### config.mk
export PLATFORM = sky130hd
export DESIGN_NAME = prio_irq_ctrl
export DESIGN_NICKNAME = d
export VERILOG_FILES = /design/src/rtl/irq_pkg.sv /design/src/rtl/irq_cfg_regs.sv /design/src/rtl/irq_arbiter.sv /design/src/rtl/irq_nest.sv /design/src/rtl/prio_irq_ctrl.sv
export SDC_FILE = /design/constraint.sdc
export NUM_CORES = 1
export LEC_CHECK = 0
export CORE_MARGIN = 4
export CORE_UTILIZATION = 45
export CTS_CLUSTER_SIZE = 8
export DETAILED_ROUTE_END_ITERATION = 10
export GPL_TIMING_DRIVEN = 1
export PLACE_DENSITY_LB_ADDON = 0.1
export REMOVE_ABC_BUFFERS = 1
export SLEW_MARGIN = 30
export SYNTH_ARGS = -nofsm -noshare
export SYNTH_HDL_FRONTEND = slang
export SYNTH_HIERARCHICAL = 1
export SYNTH_SLANG_ARGS = --single-unit
### constraint.sdc
create_clock -name clk -period 5.1 [get_ports clk]
set_clock_uncertainty 0.1 [all_clocks]
set_input_delay 0.51 -clock clk [delete_from_list [all_inputs] [get_ports clk]]
set_output_delay 0.51 -clock clk [all_outputs]
set_load 0.02 [all_outputs]
### src/rtl/irq_pkg.sv
package irq_pkg;
    localparam int NUM_SRC  = 5;
    localparam int DATA_W   = 8;
    localparam int VEC_W    = 16;
    localparam int VEC_BASE = 3;
    localparam int VEC_STEP = 8;
    localparam int GLB_BIT  = 7;
    localparam int IDX_W    = $clog2(NUM_SRC);

    typedef enum logic {
        LVL_LO = 1'b0,
        LVL_HI = 1'b1
    } irq_lvl_e;

    typedef struct packed {
        logic               valid;
        logic [VEC_W-1:0]   vector;
        irq_lvl_e           level;
    } offer_t;

    typedef struct packed {
        logic hi;
        logic lo;
    } svc_t;
endpackage

### src/rtl/irq_cfg_regs.sv
module irq_cfg_regs
    import irq_pkg::*;
#(
    parameter int N  = NUM_SRC,
    parameter int DW = DATA_W,
    parameter int GB = GLB_BIT
) (
    input  logic          clk,
    input  logic          rst_n,
    input  logic          cfg_we,
    input  logic          cfg_sel,
    input  logic [DW-1:0] cfg_wdata,
    input  logic [N-1:0]  req,
    output logic [N-1:0]  hi_req,
    output logic [N-1:0]  lo_req
);
    typedef struct packed {
        logic          glb;
        logic [N-1:0]  en;
        logic [N-1:0]  pri;
    } cfg_t;

    cfg_t cfg_d, cfg_q;
    logic [N-1:0] live;

    always_comb begin
        cfg_d = cfg_q;
        if (cfg_we) begin
            if (cfg_sel) begin
                cfg_d.pri = cfg_wdata[N-1:0];
            end else begin
                cfg_d.en  = cfg_wdata[N-1:0];
                cfg_d.glb = cfg_wdata[GB];
            end
        end
        live   = req & cfg_q.en & {N{cfg_q.glb}};
        hi_req = live & cfg_q.pri;
        lo_req = live & ~cfg_q.pri;
    end

    always_ff @(posedge clk) begin
        if (!rst_n) cfg_q <= '0;
        else        cfg_q <= cfg_d;
    end

    // an enable write lands in the register one clock later
    assert_enable_write_R3: assert property (@(posedge clk) disable iff (!rst_n)
        $past(cfg_we && !cfg_sel && rst_n) |-> cfg_q.en == $past(cfg_wdata[N-1:0]));

    // nothing reaches arbitration with the global switch off
    assert_global_gate_R2: assert property (@(posedge clk) disable iff (!rst_n)
        !cfg_q.glb |-> (hi_req == '0 && lo_req == '0));
endmodule

### src/rtl/irq_arbiter.sv
module irq_arbiter
    import irq_pkg::*;
#(
    parameter int N  = NUM_SRC,
    parameter int IW = IDX_W
) (
    input  logic          clk,
    input  logic          rst_n,
    input  logic [N-1:0]  hi_req,
    input  logic [N-1:0]  lo_req,
    output logic          grant_valid,
    output irq_lvl_e      grant_lvl,
    output logic [IW-1:0] grant_idx
);
    localparam int RES_W = IW + 1;

    function automatic logic [RES_W-1:0] first_set(input logic [N-1:0] v);
        logic [RES_W-1:0] r;
        r = '0;
        for (int i = N - 1; i >= 0; i--) begin
            if (v[i]) r = {1'b1, IW'(i)};
        end
        return r;
    endfunction

    logic [RES_W-1:0] lvl_res [2];

    generate
        for (genvar lv = 0; lv < 2; lv++) begin : g_level
            if (lv == 1) begin : g_hi
                assign lvl_res[lv] = first_set(hi_req);
            end else begin : g_lo
                assign lvl_res[lv] = first_set(lo_req);
            end
        end
    endgenerate

    always_comb begin
        if (lvl_res[1][IW]) begin
            grant_valid = 1'b1;
            grant_lvl   = LVL_HI;
            grant_idx   = lvl_res[1][IW-1:0];
        end else begin
            grant_valid = lvl_res[0][IW];
            grant_lvl   = LVL_LO;
            grant_idx   = lvl_res[0][IW-1:0];
        end
    end

    // a pending high request always takes the grant
    assert_high_wins_R6: assert property (@(posedge clk) disable iff (!rst_n)
        (hi_req != '0) |-> (grant_valid && grant_lvl == LVL_HI));

    // the granted source is actually requesting at the granted level
    assert_grant_real_R5: assert property (@(posedge clk) disable iff (!rst_n)
        grant_valid |-> (grant_lvl == LVL_HI ? hi_req[grant_idx] : lo_req[grant_idx]));
endmodule

### src/rtl/irq_nest.sv
module irq_nest
    import irq_pkg::*;
(
    input  logic     clk,
    input  logic     rst_n,
    input  logic     push,
    input  irq_lvl_e push_lvl,
    input  logic     pop,
    output svc_t     svc
);
    svc_t svc_d, svc_q;

    always_comb begin
        svc_d = svc_q;
        if (pop) begin
            if (svc_q.hi) svc_d.hi = 1'b0;
            else          svc_d.lo = 1'b0;
        end
        if (push) begin
            if (push_lvl == LVL_HI) svc_d.hi = 1'b1;
            else                    svc_d.lo = 1'b1;
        end
    end

    always_ff @(posedge clk) begin
        if (!rst_n) svc_q <= '0;
        else        svc_q <= svc_d;
    end

    assign svc = svc_q;

    // a level enters service only through an accepted offer
    assert_hi_enter_R10: assert property (@(posedge clk) disable iff (!rst_n)
        $rose(svc_q.hi) |-> $past(push && push_lvl == LVL_HI));

    // the low level leaves service only when no high handler was active
    assert_lo_exit_R11: assert property (@(posedge clk) disable iff (!rst_n)
        $fell(svc_q.lo) |-> $past(pop && !svc_q.hi));
endmodule

### src/rtl/prio_irq_ctrl.sv
module prio_irq_ctrl
    import irq_pkg::*;
(
    input  logic             clk,
    input  logic             rst_n,
    input  logic [4:0]       irq_req,
    input  logic             cfg_we,
    input  logic             cfg_sel,
    input  logic [7:0]       cfg_wdata,
    input  logic             irq_ack,
    input  logic             irq_reti,
    output logic             irq_valid,
    output logic [15:0]      irq_vector,
    output logic             irq_level,
    output logic [1:0]       svc_active
);
    logic [NUM_SRC-1:0] hi_req, lo_req;
    logic               grant_valid;
    irq_lvl_e           grant_lvl;
    logic [IDX_W-1:0]   grant_idx;
    svc_t               svc;
    offer_t             off_d, off_q;
    logic               accept, take;

    irq_cfg_regs #(.N(NUM_SRC), .DW(DATA_W), .GB(GLB_BIT)) u_cfg (
        .clk       (clk),
        .rst_n     (rst_n),
        .cfg_we    (cfg_we),
        .cfg_sel   (cfg_sel),
        .cfg_wdata (cfg_wdata),
        .req       (irq_req),
        .hi_req    (hi_req),
        .lo_req    (lo_req)
    );

    irq_arbiter #(.N(NUM_SRC), .IW(IDX_W)) u_arb (
        .clk         (clk),
        .rst_n       (rst_n),
        .hi_req      (hi_req),
        .lo_req      (lo_req),
        .grant_valid (grant_valid),
        .grant_lvl   (grant_lvl),
        .grant_idx   (grant_idx)
    );

    irq_nest u_nest (
        .clk      (clk),
        .rst_n    (rst_n),
        .push     (accept),
        .push_lvl (off_q.level),
        .pop      (irq_reti),
        .svc      (svc)
    );

    always_comb begin
        accept = irq_ack && off_q.valid;
        // high level may preempt low; nothing preempts high
        take = grant_valid && !svc.hi && (grant_lvl == LVL_HI || !svc.lo);
        off_d.valid  = take && !accept;
        off_d.vector = VEC_W'(VEC_BASE) + VEC_W'(grant_idx) * VEC_W'(VEC_STEP);
        off_d.level  = grant_lvl;
    end

    always_ff @(posedge clk) begin
        if (!rst_n) off_q <= '0;
        else        off_q <= off_d;
    end

    assign irq_valid  = off_q.valid;
    assign irq_vector = off_q.vector;
    assign irq_level  = off_q.level;
    assign svc_active = {svc.hi, svc.lo};

    // a running high handler silences the controller
    assert_no_offer_high_svc_R9: assert property (@(posedge clk) disable iff (!rst_n)
        svc.hi |-> !off_q.valid);

    // under a low handler only high requests may be offered
    assert_low_blocked_R8: assert property (@(posedge clk) disable iff (!rst_n)
        (svc.lo && off_q.valid) |-> off_q.level == LVL_HI);

    // every offered vector is one of the five handler slots
    assert_vector_slot_R4: assert property (@(posedge clk) disable iff (!rst_n)
        off_q.valid |-> (off_q.vector[2:0] == 3'd3 && off_q.vector <= 16'h0023));

    // an accepted offer is withdrawn on the next clock
    assert_ack_drops_R10: assert property (@(posedge clk) disable iff (!rst_n)
        (irq_ack && off_q.valid) |=> !off_q.valid);
endmodule

# [After elaboration in Yosys (flattened, before gate mapping)]
# Index checks and enable logic that the tools add are counted.
[totals] input_bits=19 output_inout_bits=20 elab_cells=43 regBits=31
[op_classes] muxes=18 n_reduce_logical=10 n_bitwise=6 n_addsub=1
[op_table] operator="two-way mux 4 bit" n=10
[op_table] operator="AND 5 bit" n=4
[op_table] operator="adder 2 x 6 -> 7 bit, first input constant" n=1
[op_table] operator="two-way mux 1 bit" n=5
[op_table] operator="NOT 5 bit" n=1
[op_table] operator="logical AND 1 bit" n=4
[op_table] operator="two-way mux 2 bit" n=2
[op_table] operator="AND reduction 2 bit" n=2
[op_table] operator="logical NOT 1 bit" n=3
[op_table] operator="two-way mux 3 bit" n=1
[op_table] operator="logical OR 1 bit" n=1
[op_table] operator="NOT 1 bit" n=1

# [Logic depth before layout (Yosys ltp)]
[depth] ltp_word=12 mapped_depth=7 depth_no_buf=7

# [By module]
# Netlist, hierarchy kept.
[by_module_without_submodules] mod="irq_cfg_regs" instances=1 seq_area_each_um2=220.2 area_each_um2=521.8 cells_each=65
[by_module_without_submodules] mod="prio_irq_ctrl" instances=1 seq_area_each_um2=120.1 area_each_um2=271.5 cells_each=27
[by_module_without_submodules] mod="irq_arbiter" instances=1 seq_area_each_um2=0.0 area_each_um2=87.6 cells_each=15
[by_module_without_submodules] mod="irq_nest" instances=1 seq_area_each_um2=40.0 area_each_um2=83.8 cells_each=9

# [Worst setup path after synthesis]
# No wires, ideal clock.
[synth_timing] path_type="input port to flip-flop" start="in irq_req[3]" end="reg off_q (netlist bit irq_valid)" n_path_buf=0 arrival_time_ps=1888 setup_ps=116 required_time_ps=4884 path_stages=7 slack_ps=2997 cell_sequence="nand3_1 > nor2_1 > or4_1 > or2_4 > or3b_1 > nand3b_1 > nor3_2"
[synth_between] elab_chain_cells=11 elab_cells_between_ends=18 cone_classes="10 x mux; 4 x bitwise; 4 x reduce/logical"
[synth_lines] element="from (decl)" line="prio_irq_ctrl.sv:6" text="input logic [4:0] irq_req,"
[synth_lines] element="AND 5 bit (2 in a row)" line="irq_cfg_regs.sv:36" text="live = req & cfg_q.en & {N{cfg_q.glb}};"
[synth_lines] element="AND 5 bit" line="irq_cfg_regs.sv:37" text="hi_req = live & cfg_q.pri;"
[synth_lines] element="net hi_req[3]" line="prio_irq_ctrl.sv:17" text="logic [NUM_SRC-1:0] hi_req, lo_req;"
[synth_lines] element="two-way mux 4 bit (4 in a row)" line="irq_arbiter.sv:21" text="if (v[i]) r = {1'b1, IW'(i)};"
[synth_lines] element="two-way mux 1 bit" line="irq_arbiter.sv:39" text="if (lvl_res[1][IW]) begin"
[synth_lines] element="net grant_lvl" line="prio_irq_ctrl.sv:19" text="irq_lvl_e grant_lvl;"
[synth_lines] element="logical OR 1 bit" line="prio_irq_ctrl.sv:58" text="take = grant_valid && !svc.hi && (grant_lvl == LVL_HI || !svc.lo);"
[synth_lines] element="logical AND 1 bit" line="prio_irq_ctrl.sv:58"
[synth_lines] element="logical AND 1 bit" line="prio_irq_ctrl.sv:59" text="off_d.valid = take && !accept;"
[synth_lines] element="to (signal assigned)" line="prio_irq_ctrl.sv:65" text="if (!rst_n) off_q <= '0;"
[synth_lines] element="to (signal assigned)" line="prio_irq_ctrl.sv:66" text="else off_q <= off_d;"
[synth_lines] element="to (decl)" line="prio_irq_ctrl.sv:22" text="offer_t off_d, off_q;"
# The timed path passes the listed nets, and every way through them passes these cells.
# A chain may end at the register's enable or synchronous reset.

# [Worst setup path in the final report]
# Same ends and word-level chain as after synthesis.

==> summary.md <==
| Metric | Value |
|---|---|
| Min Clock Period, post-route | `2300 ps` |
| Grt ovf | `0` |
| Post-route setup TNS | `0 ps` |
| Clock slew at reported path FFs | `110 ps` |
| Pre-antenna DRT Iters | `4` |
| Antenna Nets Post-Route | `0` |
| Prevailing post-synth register cell | `dfxtp_1` |
| Worst hold-check path type | `flop to flop` |
| Post-synth design cell area | `965 sq um` |
| Fillers | `between 150 and 200` |
| Die H | `54.3 um` |
| RSZ-0062 raised after global routing | `false` |
| Skew-Pair Late Insertion Delay | `290 ps` |
| Yosys cell types | `26` |
| Post-CTS sizing | `0` |
| Syn_area_per_cell | `8.32 sq um` |
| CTS Hold Bufs | `0` |
| Root buffer selected by CTS | `clkbuf_4` |
| Power Density | `226 nW/um^2` |
| Clock sinks | `19` |
| Worst VDD drop | `0.135 mV` |
| Post-synthesis async set-or-reset flop share | `0%` |
| Critical path class | `primary input to flop` |
| Period utilization | `45.1%` |
| Residual DRC count | `0` |
| Commonest cells post-synth | `dfxtp_1, nand2_1, buf_4` |
| Total Wirelength | `1.71 mm` |
| #FFs+latches synth | `19` |
| Max Transition Viols Final | `0` |
| Slew margin rel. | `between 40% and 50%` |
| H-tree depth | `1` |
| EDFF count, synth | `0` |
| Hold depth | `2` |
| Slew of the pin with the lowest slew margin | `779 ps` |
| Hold Vio Cnt, Final | `0` |
| Cells after synthesis | `116` |
| Io pins | `39` |
| Initial antenna violation count | `0` |
| Via count | `765` |
| GRT Total Usage | `12.5%` |
| GPL Wtd Cong | `0.848` |
| Synth top area cells | `dfxtp_1, buf_4, mux2i_1` |
| Core area | `2000 sq um` |
| Yosys top cell area share | `39.4%` |
| TritonCTS clock tree | `done` |
| Maximum clock rate | `0.435 GHz` |
| Count of warnings emitted by yosys | `6` |
| TritonCTS buffer count | `3` |
| Fraction of layout cells with a size suffix above 1 | `5.76%` |
| CP required | `5200 ps` |
| Power, Total | `between 0.0002 and 0.0003 W` |
| Worst Setup End Kind | `flop` |
| Crit-path max FO | `4` |
| Number of max-cap violations | `0` |
| Seq/Total Area, Yosys | `39.4%` |
| Vias in the first global route | `674` |
| Global-route wire length before repair | `2.68 mm` |
| Largest net degree at the start of global routing | `27` |
| Status | `finished clean` |
| Area grow syn2layout | `23.3%` |
| Final setup fails | `0` |
| Setup Buffers After CTS | `0` |
| Die area | `2950 sq um` |
| Reg2reg path depth | `7` |
| Core Rows | `16` |
| Buffers added on ports | `25` |
| Starting Density | `around half` |
| DPL Wire Length | `1.36 mm` |
| Startpoint Class | `primary input` |
| Vias/cell | `4.61` |
| Arrival @ worst endpoint | `roughly 2400 ps` |
| Antenna diode count | `0` |
| Nets | `159` |
| Die X | `54.3 um` |
| 1st-iter DRT viols | `15` |
| Synth area leader | `dfxtp_1` |
| Clk buf depth | `2` |
| WL per Instance | `just over 10 um` |
| Leakage | `0.477 nW` |
metal layers:
layer	track usage, %	part of all wire, %
met1	13.5	42
met5	0	0
met3	2.72	8.5
met2	22.9	49
met4	5.81	0.58
path summary, 6_finish.rpt:
kind | slack [ps] | end | startpoint
max | 2800 | irq_valid$_SDFF_PN0_ | irq_req[3]
max reg2reg | 3000 | irq_valid$_SDFF_PN0_ | u_cfg/cfg_q[10]$_SDFFE_PN0P_
min | 360 | u_cfg/cfg_q[8]$_SDFFE_PN0P_ | u_cfg/cfg_q[8]$_SDFFE_PN0P_
min reg2reg | 360 | u_cfg/cfg_q[8]$_SDFFE_PN0P_ | u_cfg/cfg_q[8]$_SDFFE_PN0P_
cell families after synthesis:
kind of cell / synth area share [%]
AND/OR/NAND/NOR: 27.8
flip-flops: 39.4
buffers and inverters: 15.6
AO/OA/AOI/OAI: 5.45
multiplexers: 11.4
other: 0.389
placed cells by master, fill, tap and decap left out, drive strengths merged, types with 2 or more instances in the layout:
cell,count
clkdlybuf4s50,25
dfxtp,19
nand2,19
nor2,12
conb,11
mux2i,11
inv,7
and2,6
nand3,5
nor2b,3
clkbuf,3
a21oi,3
nand3b,2
nor3,2
o21ai,2
where the power goes:
group | internal [W] | switching (W) | total [W]
Sequential | 0.000154 | 0.00000350 | 0.000157
Combinational | 0.0000186 | 0.0000195 | 0.0000381
Clock | 0.0000291 | 0.0000448 | 0.0000739
area by class of cell:
type	instances	area, sq um	area share [%]
repair buffers	25	250	21.0
multi-input cells	84	472	39.6
flip-flops and latches	19	380	32.0
well taps	27	33.8	2.84
clock inverters	1	5.00	0.421
clock buffers	3	22.5	1.89
inverters	7	26.3	2.21
critical path: stages:
cell and delay, ps:
clkdlybuf4s50_1 400, nand3_1 100, nor2_1 70, or4_1 550, or2_4 260, or3b_1 350
nand3b_1 100, nor3_2 50
sequential cells by signal, summed over array words and instances (netlist names):
register / flops
irq_level: 1
u_nest/svc: 2
irq_vector: 4
irq_valid: 1
u_cfg/cfg_q: 11
per-stage QoR:
stage	worst slack, ps	hold slack [ps]	cells	instance area [sq um]	util (%)
4_1_cts	2820	365	166	1190	59.4
3_3_place_gp	2510	343	162	1160	58.1
3_5_place_dp	2500	350	162	1160	58.1
2_1_floorplan	3000	335	110	878	-
6_report	2800	364	166	1190	59.4
5_1_grt	2740	383	166	1190	59.4
Power figures use the tool's default switching activity.
